File: src/rtl/disp_timing_pkg.sv
package disp_timing_pkg;

    typedef enum logic [1:0] {
        PH_SYNC   = 2'd0,
        PH_BACK   = 2'd1,
        PH_ACTIVE = 2'd2,
        PH_FRONT  = 2'd3
    } phase_t;

    typedef enum logic {
        PX_STREAM  = 1'b0,
        PX_STARVED = 1'b1
    } pix_state_t;

    localparam int POL_VSYNC = 0;
    localparam int POL_HSYNC = 1;
    localparam int POL_DE    = 2;
    localparam int POL_DATA  = 3;
    localparam int POL_PCLK  = 4;
    localparam int POL_BITS  = 5;

    function automatic phase_t phase_after(input phase_t p);
        phase_t r;
        unique case (p)
            PH_SYNC:   r = PH_BACK;
            PH_BACK:   r = PH_ACTIVE;
            PH_ACTIVE: r = PH_FRONT;
            PH_FRONT:  r = PH_SYNC;
            default:   r = PH_SYNC;
        endcase
        return r;
    endfunction

endpackage

File: src/rtl/axis_seq.sv
module axis_seq
    import disp_timing_pkg::*;
#(
    parameter int TW = 12
) (
    input  logic          clk,
    input  logic          rst_n,
    input  logic          run,
    input  logic          step,
    input  logic [TW-1:0] len_sync,
    input  logic [TW-1:0] len_back,
    input  logic [TW-1:0] len_act,
    input  logic [TW-1:0] len_front,
    output phase_t        phase,
    output logic [TW-1:0] count,
    output logic          seg_last,
    output logic          period_last
);

    logic [TW-1:0] cur_len;
    phase_t        nxt_phase;
    logic [TW-1:0] nxt_count;

    always_comb begin
        unique case (phase)
            PH_SYNC:   cur_len = len_sync;
            PH_BACK:   cur_len = len_back;
            PH_ACTIVE: cur_len = len_act;
            PH_FRONT:  cur_len = len_front;
            default:   cur_len = len_sync;
        endcase
    end

    assign seg_last    = (count == cur_len);
    assign period_last = seg_last && (phase == PH_FRONT);

    always_comb begin
        nxt_phase = phase;
        nxt_count = count;
        if (!run) begin
            nxt_phase = PH_SYNC;
            nxt_count = '0;
        end else if (step) begin
            if (seg_last) begin
                nxt_phase = phase_after(phase);
                nxt_count = '0;
            end else begin
                nxt_count = count + 1'b1;
            end
        end
    end

    always_ff @(posedge clk or negedge rst_n) begin
        if (!rst_n) begin
            phase <= PH_SYNC;
            count <= '0;
        end else begin
            phase <= nxt_phase;
            count <= nxt_count;
        end
    end


    cnt_in_range_chk: assert property (@(posedge clk) disable iff (!rst_n)
        run |-> (count <= cur_len));


    phase_order_chk: assert property (@(posedge clk) disable iff (!rst_n)
        (run && $past(run) && (phase != $past(phase)))
            |-> (phase == phase_after($past(phase))));


    idle_zero_chk: assert property (@(posedge clk) disable iff (!rst_n)
        $past(!run) |-> (count == '0 && phase == PH_SYNC));

endmodule

File: src/rtl/pixel_path.sv
module pixel_path
    import disp_timing_pkg::*;
#(
    parameter int PW = 24
) (
    input  logic          clk,
    input  logic          rst_n,
    input  logic          run,
    input  logic          want,
    input  logic          frame_last,
    input  logic          fifo_empty,
    input  logic [PW-1:0] fifo_data,
    output logic          fifo_rd,
    output logic [PW-1:0] pix_raw,
    output logic          ev_underrun
);

    pix_state_t    state, nxt_state;
    logic [PW-1:0] last_pix;

    always_comb begin
        nxt_state = state;
        if (!run || frame_last) begin
            nxt_state = PX_STREAM;
        end else begin
            unique case (state)
                PX_STREAM:  if (want && fifo_empty) nxt_state = PX_STARVED;
                PX_STARVED: nxt_state = PX_STARVED;
                default:    nxt_state = PX_STREAM;
            endcase
        end
    end

    always_ff @(posedge clk or negedge rst_n) begin
        if (!rst_n) begin
            state    <= PX_STREAM;
            last_pix <= '0;
        end else begin
            state <= nxt_state;
            if (fifo_rd) last_pix <= fifo_data;
        end
    end

    always_comb begin
        fifo_rd     = 1'b0;
        ev_underrun = 1'b0;
        pix_raw     = '0;
        unique case (state)
            PX_STREAM: begin
                fifo_rd     = want && !fifo_empty;
                ev_underrun = want && fifo_empty;
                if (want) pix_raw = fifo_empty ? last_pix : fifo_data;
            end
            PX_STARVED: begin
                if (want) pix_raw = last_pix;
            end
            default: ;
        endcase
    end


    no_read_empty_chk: assert property (@(posedge clk) disable iff (!rst_n)
        fifo_empty |-> !fifo_rd);


    no_read_starved_chk: assert property (@(posedge clk) disable iff (!rst_n)
        (state == PX_STARVED) |-> (!fifo_rd && !ev_underrun));


    underrun_latch_chk: assert property (@(posedge clk) disable iff (!rst_n)
        (ev_underrun && run && !frame_last) |=> (state == PX_STARVED));


    frame_clear_chk: assert property (@(posedge clk) disable iff (!rst_n)
        frame_last |=> (state == PX_STREAM));

endmodule

File: src/rtl/disp_timing_gen.sv
module disp_timing_gen
    import disp_timing_pkg::*;
#(
    parameter int TW = 12,
    parameter int PW = 24
) (
    input  logic                clk,
    input  logic                rst_n,
    input  logic                enable,
    input  logic [TW-1:0]       h_sync_len,
    input  logic [TW-1:0]       h_back_len,
    input  logic [TW-1:0]       h_act_len,
    input  logic [TW-1:0]       h_front_len,
    input  logic [TW-1:0]       v_sync_len,
    input  logic [TW-1:0]       v_back_len,
    input  logic [TW-1:0]       v_act_len,
    input  logic [TW-1:0]       v_front_len,
    input  logic [POL_BITS-1:0] pol_sel,
    input  logic                fifo_empty,
    input  logic [PW-1:0]       fifo_data,
    output logic                fifo_rd,
    output logic                hsync_o,
    output logic                vsync_o,
    output logic                de_o,
    output logic [PW-1:0]       pix_o,
    output logic                pclk_inv_o,
    output logic                ev_vs_begin,
    output logic                ev_vs_end,
    output logic                ev_frame_done,
    output logic                ev_underrun
);

    phase_t        h_phase, v_phase;
    logic [TW-1:0] h_count, v_count;
    logic          h_seg_last, h_line_last;
    logic          v_seg_last, v_frame_last;
    logic          frame_last;
    logic          hs_act, vs_act, de_act;
    logic [PW-1:0] pix_raw;

    axis_seq #(.TW(TW)) u_hseq (
        .clk(clk), .rst_n(rst_n), .run(enable), .step(1'b1),
        .len_sync(h_sync_len), .len_back(h_back_len),
        .len_act(h_act_len), .len_front(h_front_len),
        .phase(h_phase), .count(h_count),
        .seg_last(h_seg_last), .period_last(h_line_last)
    );

    axis_seq #(.TW(TW)) u_vseq (
        .clk(clk), .rst_n(rst_n), .run(enable), .step(h_line_last),
        .len_sync(v_sync_len), .len_back(v_back_len),
        .len_act(v_act_len), .len_front(v_front_len),
        .phase(v_phase), .count(v_count),
        .seg_last(v_seg_last), .period_last(v_frame_last)
    );

    assign frame_last = enable && h_line_last && v_frame_last;
    assign hs_act = enable && (h_phase == PH_SYNC);
    assign vs_act = enable && (v_phase == PH_SYNC);
    assign de_act = enable && (h_phase == PH_ACTIVE) && (v_phase == PH_ACTIVE);

    pixel_path #(.PW(PW)) u_pix (
        .clk(clk), .rst_n(rst_n), .run(enable), .want(de_act),
        .frame_last(frame_last), .fifo_empty(fifo_empty),
        .fifo_data(fifo_data), .fifo_rd(fifo_rd),
        .pix_raw(pix_raw), .ev_underrun(ev_underrun)
    );

    always_comb begin
        hsync_o       = hs_act ? pol_sel[POL_HSYNC] : !pol_sel[POL_HSYNC];
        vsync_o       = vs_act ? pol_sel[POL_VSYNC] : !pol_sel[POL_VSYNC];
        de_o          = de_act ? pol_sel[POL_DE]    : !pol_sel[POL_DE];
        pix_o         = pix_raw ^ {PW{pol_sel[POL_DATA]}};
        pclk_inv_o    = enable && pol_sel[POL_PCLK];
        ev_vs_begin   = vs_act && hs_act && (v_count == '0) && (h_count == '0);
        ev_vs_end     = vs_act && v_seg_last && h_line_last;
        ev_frame_done = frame_last;
    end


    de_in_active_chk: assert property (@(posedge clk) disable iff (!rst_n)
        fifo_rd |-> (h_phase == PH_ACTIVE && v_phase == PH_ACTIVE && enable));


    vs_end_then_back_chk: assert property (@(posedge clk) disable iff (!rst_n)
        (ev_vs_end && enable) |=> (!enable || v_phase == PH_BACK));


    frame_wrap_chk: assert property (@(posedge clk) disable iff (!rst_n)
        (ev_frame_done && enable) |=> (!enable || ev_vs_begin));

endmodule

File: config.mk
export PLATFORM = sky130hd
export DESIGN_NAME = disp_timing_gen
export DESIGN_NICKNAME = d
export VERILOG_FILES = /design/src/rtl/disp_timing_pkg.sv /design/src/rtl/axis_seq.sv /design/src/rtl/pixel_path.sv /design/src/rtl/disp_timing_gen.sv
export SDC_FILE = /design/constraint.sdc
export NUM_CORES = 1
export LEC_CHECK = 0
export ABC_AREA = 1
export CAP_MARGIN = 0
export CORE_AREA = 8 8 88 149
export DETAILED_ROUTE_END_ITERATION = 6
export DIE_AREA = 0 0 96 157
export HOLD_SLACK_MARGIN = 0.08
export MAX_ROUTING_LAYER = met4
export PLACE_DENSITY = 0.75
export SETUP_SLACK_MARGIN = 0.05
export SYNTH_ARGS = -nofsm -noshare
export SYNTH_HDL_FRONTEND = slang
export SYNTH_SLANG_ARGS = --single-unit
File: constraint.sdc
create_clock -name clk -period 2.7 [get_ports clk]
set_clock_uncertainty 0.1 [all_clocks]
set_input_delay 0.54 -clock clk [delete_from_list [all_inputs] [get_ports clk]]
set_output_delay 0.54 -clock clk [all_outputs]
set_load 0.03 [all_outputs]
---- Yosys cells after proc, flatten, opt, wreduce, memory -nomap -nowiden ----
Cells that the tools add are included.
cells by class
  equality and inequality tests ........... 11
  bitwise logic cells ..................... 2
  reductions and logical operators ........ 27
  muxes and demuxes ....................... 26
  add/subtract/negate cells ............... 2
operators by type and width
  operator                 number
  $pmux W12 S4             2
  $mux W24                 3
  $mux W12                 5
  $pmux W24 S2             1
  $add A12 B1 Y12 const B  2
  $eq A12 B12 Y1           2
  $logic_not A12 Y1        2
  $xor A24 B24 Y24         1
  $logic_and A1 B1 Y1      16
  $pmux W2 S4              2
  $mux W2                  5
  $eq A2 B2 Y1 const B     4
  $mux W1                  7
  $ne A2 B1 Y1 const B     3
  $logic_not A1 Y1         5
  $eq A2 B1 Y1 const B     2
  $logic_not A2 Y1         2
  $pmux W1 S2              1
  $reduce_and A2 Y1        1
  $logic_or A1 B1 Y1       1
  $not A1 Y1               1
word-level totals
  output and inout bits ................... 33
  flip-flop bits (word level) ............. 53
  input port bits ......................... 129
  logic and storage cells ................. 74

---- Longest topological paths before layout ----
Gate-level depths: netlist of run 1.
  depth after elaboration ................. 8
  mapped depth ............................ 17
  mapped depth without buffers ............ 17

---- Hierarchy ----
Synthesis of run 1 repeated with hierarchy kept, for this count alone.
unflattened totals
  cells, all modules ...................... 726
  area total of the unflattened synthesis .. 4663.2 µm²
by module, submodules not included
  module           times used  sequential area each (µm²)  area an instance (µm²)  cells an instance
  axis_seq         2           350.3                       1455.1                  242
  pixel_path       1           625.6                       1292.5                  167
  disp_timing_gen  1           0.0                         460.4                   75

---- Worst setup path after synthesis of run 1 ----
No wires, ideal clock.
  path kind ............................... register to output
  start point ............................. register u_hseq.phase[0]
  end point ............................... output ev_vs_end
  cell stages (with the launch flop) ...... 13
  required time ........................... 2.060 ns
  slack ................................... -0.240 ns
  arrival time ............................ 2.300 ns
  path buffers ............................ 1
  cell sequence ........................... dfrtp_1 -> inv_1 -> ha_1 -> inv_2 -> buf_6 -> or2_1 -> nand3_1 -> nand2_1 -> nor2_1 -> nand2_1 -> nor2_4 -> nand3_4 -> nor3_1
between the ends
  longest elaborated chain between the ends .. 5
  elaborated cells on any way between the ends .. 8
  those cells by class .................... eq/ne (4); mux (1); reduce/logical (3)
RTL lines
  what                                  RTL line                        RTL
  start, declared                       axis_seq.sv:14                  output phase_t phase,
  start signal, assigned                axis_seq.sv:58                  phase <= nxt_phase;
  $eq A2 B2 Y1 (tied with other cells)  axis_seq.sv:25, axis_seq.sv:35
  $pmux W12 S4                          axis_seq.sv:25                  unique case (phase)
  $eq A12 B12 Y1                        axis_seq.sv:34                  assign seg_last = (count == cur_len);
  $logic_and A1 B1 Y1 *                 axis_seq.sv:35                  assign period_last = seg_last && (phase == PH_FRONT);
  $logic_and A1 B1 Y1 *                 disp_timing_gen.sv:76           ev_vs_end = vs_act && v_seg_last && h_line_last;
  end, declared                         disp_timing_gen.sv:28           output logic ev_vs_end,
Mark *: on every way between the ends. The rest lies on a longest branch, timed or not.

---- Worst setup path after layout of run 1 ----
Same ends and word-level chain as after synthesis.

==> summary.md, run 1 <==
| Metric | Value |
|---|---|
| # rows | 51 |
| Number of flops mapped to enable cells by yosys | 0 |
| Syn Area/Cell | 6.248 µm² |
| Power share of the clock group | 24.5% |
| Seq cells post-synth | 53 |
| First-pass DRT Iterations | 5 |
| Layout overhead on the synthesized area | 73.39% |
| Antenna diode count | 0 |
| Class of the most critical setup path | reg -> out |
| Gr usage total | 24.78% |
| Fill cell count | 837 |
| Worst slew pin tran | 0.7103 ns |
| Crit Path Max Fanout | 6 |
| Clk Latency, worst-skew pair | 0.29 ns |
| Initial DRC count | 274 |
| Startpoint types | flip-flop |
| Buffers added on ports | 161 |
| Setup crit end | ev_vs_end |
| Critical Path RT | 2.06 ns |
| Max Cap Viol | 0 |
| Core box area | 11040 µm² |
| R2R Setup Slk | 0.14 ns |
| First-pass GRT wire length | 28720 µm |
| Sequential share of the synthesized area | 28.49% |
| Outcome | finished, violations left |
| Yosys top cell by area | dfrtp_1 |
| TritonCTS clock tree | done |
| Final Worst Setup Slack | -0.3759 ns |
| Multi-input gate area | 3739 µm² |
| Primary FF master, synth | dfrtp_1 |
| NumNets Final | 1104 |
| Placed Cells | 1054 |
| Post-synth top area share | 28.49% |
| Switch Pwr | 0.8671 mW |
| Failing checks | setup timing |
| DR WL/cell | 17.11 µm |
| Tcrit/Tclk final | 113.9% |
| Register area | 1329 µm² |
| Crit-path leading delay family | simple AND/OR/NAND/NOR gates |
| Crit-path cells | inv_2, buf_4, ha_4, buf_6, a21oi_2, nand2_2, nand3_2, nand2_1, nor2_1, nand2_1, nor2_4, buf_6, nand3_4, nor3_2, buf_4 |
| Worst VDD drop | 0.0002476 V |
| Leak pwr | 3.489 nW |
| Commonest non-fill, non-tap cell in the layout | nand2_1 |
| PD cells | 320.6 nW/µm² |
| Warnings from Yosys | 0 |
| Final non-filler cell area | 8070 µm² |
| Slew margin rel. | 52.65% |
| Total CTS buffers | 5 |
| Final setup viols | 26 |
| Synth top area cells | dfrtp_1 (28%), nand2_1 (23%), xor2_1 (8.1%), o21ai_0 (8.0%), nand3_1 (7.0%) |
| GP Congestion | 1.007 |
| Initial antenna violation count | 0 |
| Number of global-route vias before repair | 5986 |
| Internal power | 1.720 mW |
| Die Span X | 96 µm |
| Hold Violations, Final | 0 |
| GR Util met1 | 22.93% |
| Final wirelength | 18720 µm |
| Vias per cell | 5.343 |
| Crit path buf inv count | 5 |
| Switching Fraction | 33.51% |
| Total grt overflow | 0 |
| Top Usage Layer GRT | met2 |
| CP max stage cell | dfrtp_1 |
| Finished Core Util | 73.10% |
| Ports | 162 |
| Max Root-Sink Buffers | 2 |
| Syn Nets | 888 |
| Post-DRT Antenna Nets | 0 |
| WP data arrival | 2.44 ns |
| CP Depth | 15 |
| Largest net degree at the start of global routing | 49 |
| Die ar. | 15070 µm² |
| Worst Reg2Reg Path Length in Cells | 18 |
| H-Tree Depth | 2 |
| Unrepaired setup endpoints after global routing | true |
| FF-to-FF End | u_hseq.phase[0] |
| Met3 usage | 2.670% |
| Reg clk slew, reported paths | 0.07 ns |
| Min Tclk post-route | 3.076 ns |
| Max Slew Vio Count | 0 |
| Met2 usage | 47.47% |
| Post-Syn Area | 4654 µm² |
| DP HPWL | 13720 µm |
| Fraction of layout cells with a size suffix above 1 | 25.16% |
| Part of the power in registers | 31.9% |
| Worst setup path start | u_hseq.phase[0] |
| Fin cells | 1094 |
| Ys async rst share | 100.0% |
| Die extent in y | 157 µm |
| Worst reg2reg path startpoint | u_hseq.phase[1] |
| Initial Util | 42.16% |
| CP Capture Type | output port |
| Commonest non-fill, non-tap cells in the layout | nand2_1 (251), clkdlybuf4s50_1 (126), inv_1 (61), buf_4 (61), o21ai_0 (60) |
| Clk sinks | 53 |
| Clock root buffer | clkbuf_16 |
| Synth Instances | 745 |
| Hold/Removal Path Class | in -> async |
| Via count | 5845 |
| Worst path max stage delay | 0.40 ns |
| Placed cell area | 7037 µm² |
| Comb pwr share | 43.5% |
| Design Power | 2.587 mW |
| # DRC | 0 |
| FMAX | 325.1 MHz |
| Synth unique cells | 31 |
-- layout make-up --
| cell class | count | share of cell area [%] |
|---|---|---|
| sequential | 53 | 16.47 |
| clock buffer | 6 | 1.597 |
| clock inverter | 2 | 0.1705 |
| timing repair buffer | 242 | 29.98 |
| inverter | 71 | 3.411 |
| multi-input combinational | 588 | 46.33 |
| tap | 132 | 2.047 |
-- metal layers --
metal / wire length, µm / vias up / share of wire (%)
li1: - / 2805 / -
met1: 6064 / 2769 / 32
met2: 10980 / 198 / 59
met3: 744 / 73 / 4.0
met4: 931 / 0 / 5.0
met5: 0 / - / 0
-- worst register-to-register path, delay by kind of cell, from the launching register on --
kind                     cells  cell delay [ns]
buffers and inverters        7             0.83
AND/OR/NAND/NOR              7             0.61
flip-flops                   1             0.41
AO/OA/AOI/OAI                3             0.29
adder cells (fa/ha/maj)      1             0.20
-- metrics by stage --
step | setup slack (ns) | TNS (ns) | hold WS (ns)
global route | -0.5289 | -8.906 | 0.2646
floorplan | 0.02045 | 0 | 0.1444
CTS | -0.3172 | -6.806 | 0.2234
global placement | -0.2813 | -6.279 | 0.4254
finish | -0.3759 | -6.904 | 0.1950
detailed placement | -0.3123 | -7.193 | 0.4366
-- state kept, by name (all words and copies together) (netlist names) --
register	count
u_hseq.count	12
u_hseq.phase	2
u_pix.last_pix	24
u_pix.state	1
u_vseq.count	12
u_vseq.phase	2
-- synthesized netlist by cell type, types with 2 or more instances --
| cell | number |
|---|---|
| nor4_1 | 5 |
| inv_2 | 5 |
| nor2_2 | 2 |
| nand2_1 | 281 |
| or2_1 | 4 |
| o211ai_1 | 7 |
| or2_0 | 3 |
| inv_1 | 66 |
| ha_1 | 14 |
| nand3_1 | 65 |
| clkbuf_1 | 11 |
| buf_2 | 19 |
| dfrtp_1 | 53 |
| buf_6 | 2 |
| nor3_1 | 13 |
| o21ai_0 | 74 |
| nor2_1 | 31 |
| xor2_1 | 43 |
| o21ai_1 | 11 |
| nand4_1 | 5 |
| a21oi_1 | 21 |
-- power groups by stage --
stage               registers (mW)  clock network (mW)  logic, mW
finish                       0.826               0.634       1.13
global route                 0.827               0.678       1.21
CTS                          0.825               0.649       1.04
detailed placement           0.835                   0      0.893
global placement             0.834                   0      0.876
floorplan                    0.831                   0      0.465
-- how the worst min path moves through the flow --
stage,startpoint,end,slack (ns),depth (start not counted)
2_1_floorplan,rst_n,u_hseq.count[0],0.14,0
3_3_place_gp,u_vseq.phase[1],u_vseq.phase[1],0.43,2
3_5_place_dp,u_vseq.count[4],u_vseq.count[4],0.44,2
4_1_cts,rst_n,u_hseq.count[10],0.22,1
5_1_grt,rst_n,u_hseq.count[7],0.26,1
6_report,rst_n,u_hseq.count[7],0.20,1
-- logic make-up (layout without fill, tap and decap cells) --
kind of cell / Yosys count / in the layout / synth area share, %
AO/OA/AOI/OAI: 114 / 114 / 12.69
XOR/XNOR: 44 / 44 / 8.280
buffers and inverters: 105 / 321 / 9.382
AND/OR/NAND/NOR: 415 / 416 / 37.39
flip-flops: 53 / 53 / 28.49
adder cells (fa/ha/maj): 14 / 14 / 3.763
-- what timing repair did --
item,CTS,global route
resized for setup,79,99
setup endpoints to repair,40,56
endpoints found under the hold margin,0,0
pin swaps,37,25
cloned,3,1
hold buffers,0,0
setup buffers,23,6
Power figures use the tool's default switching activity.
==> run 2, diff against run 1 <==
ABC_CLOCK_PERIOD_IN_PS = 2700   (was not set)
==> results of run 2 <==
No change in the layout: final DEF, timing and power equal those of run 1.
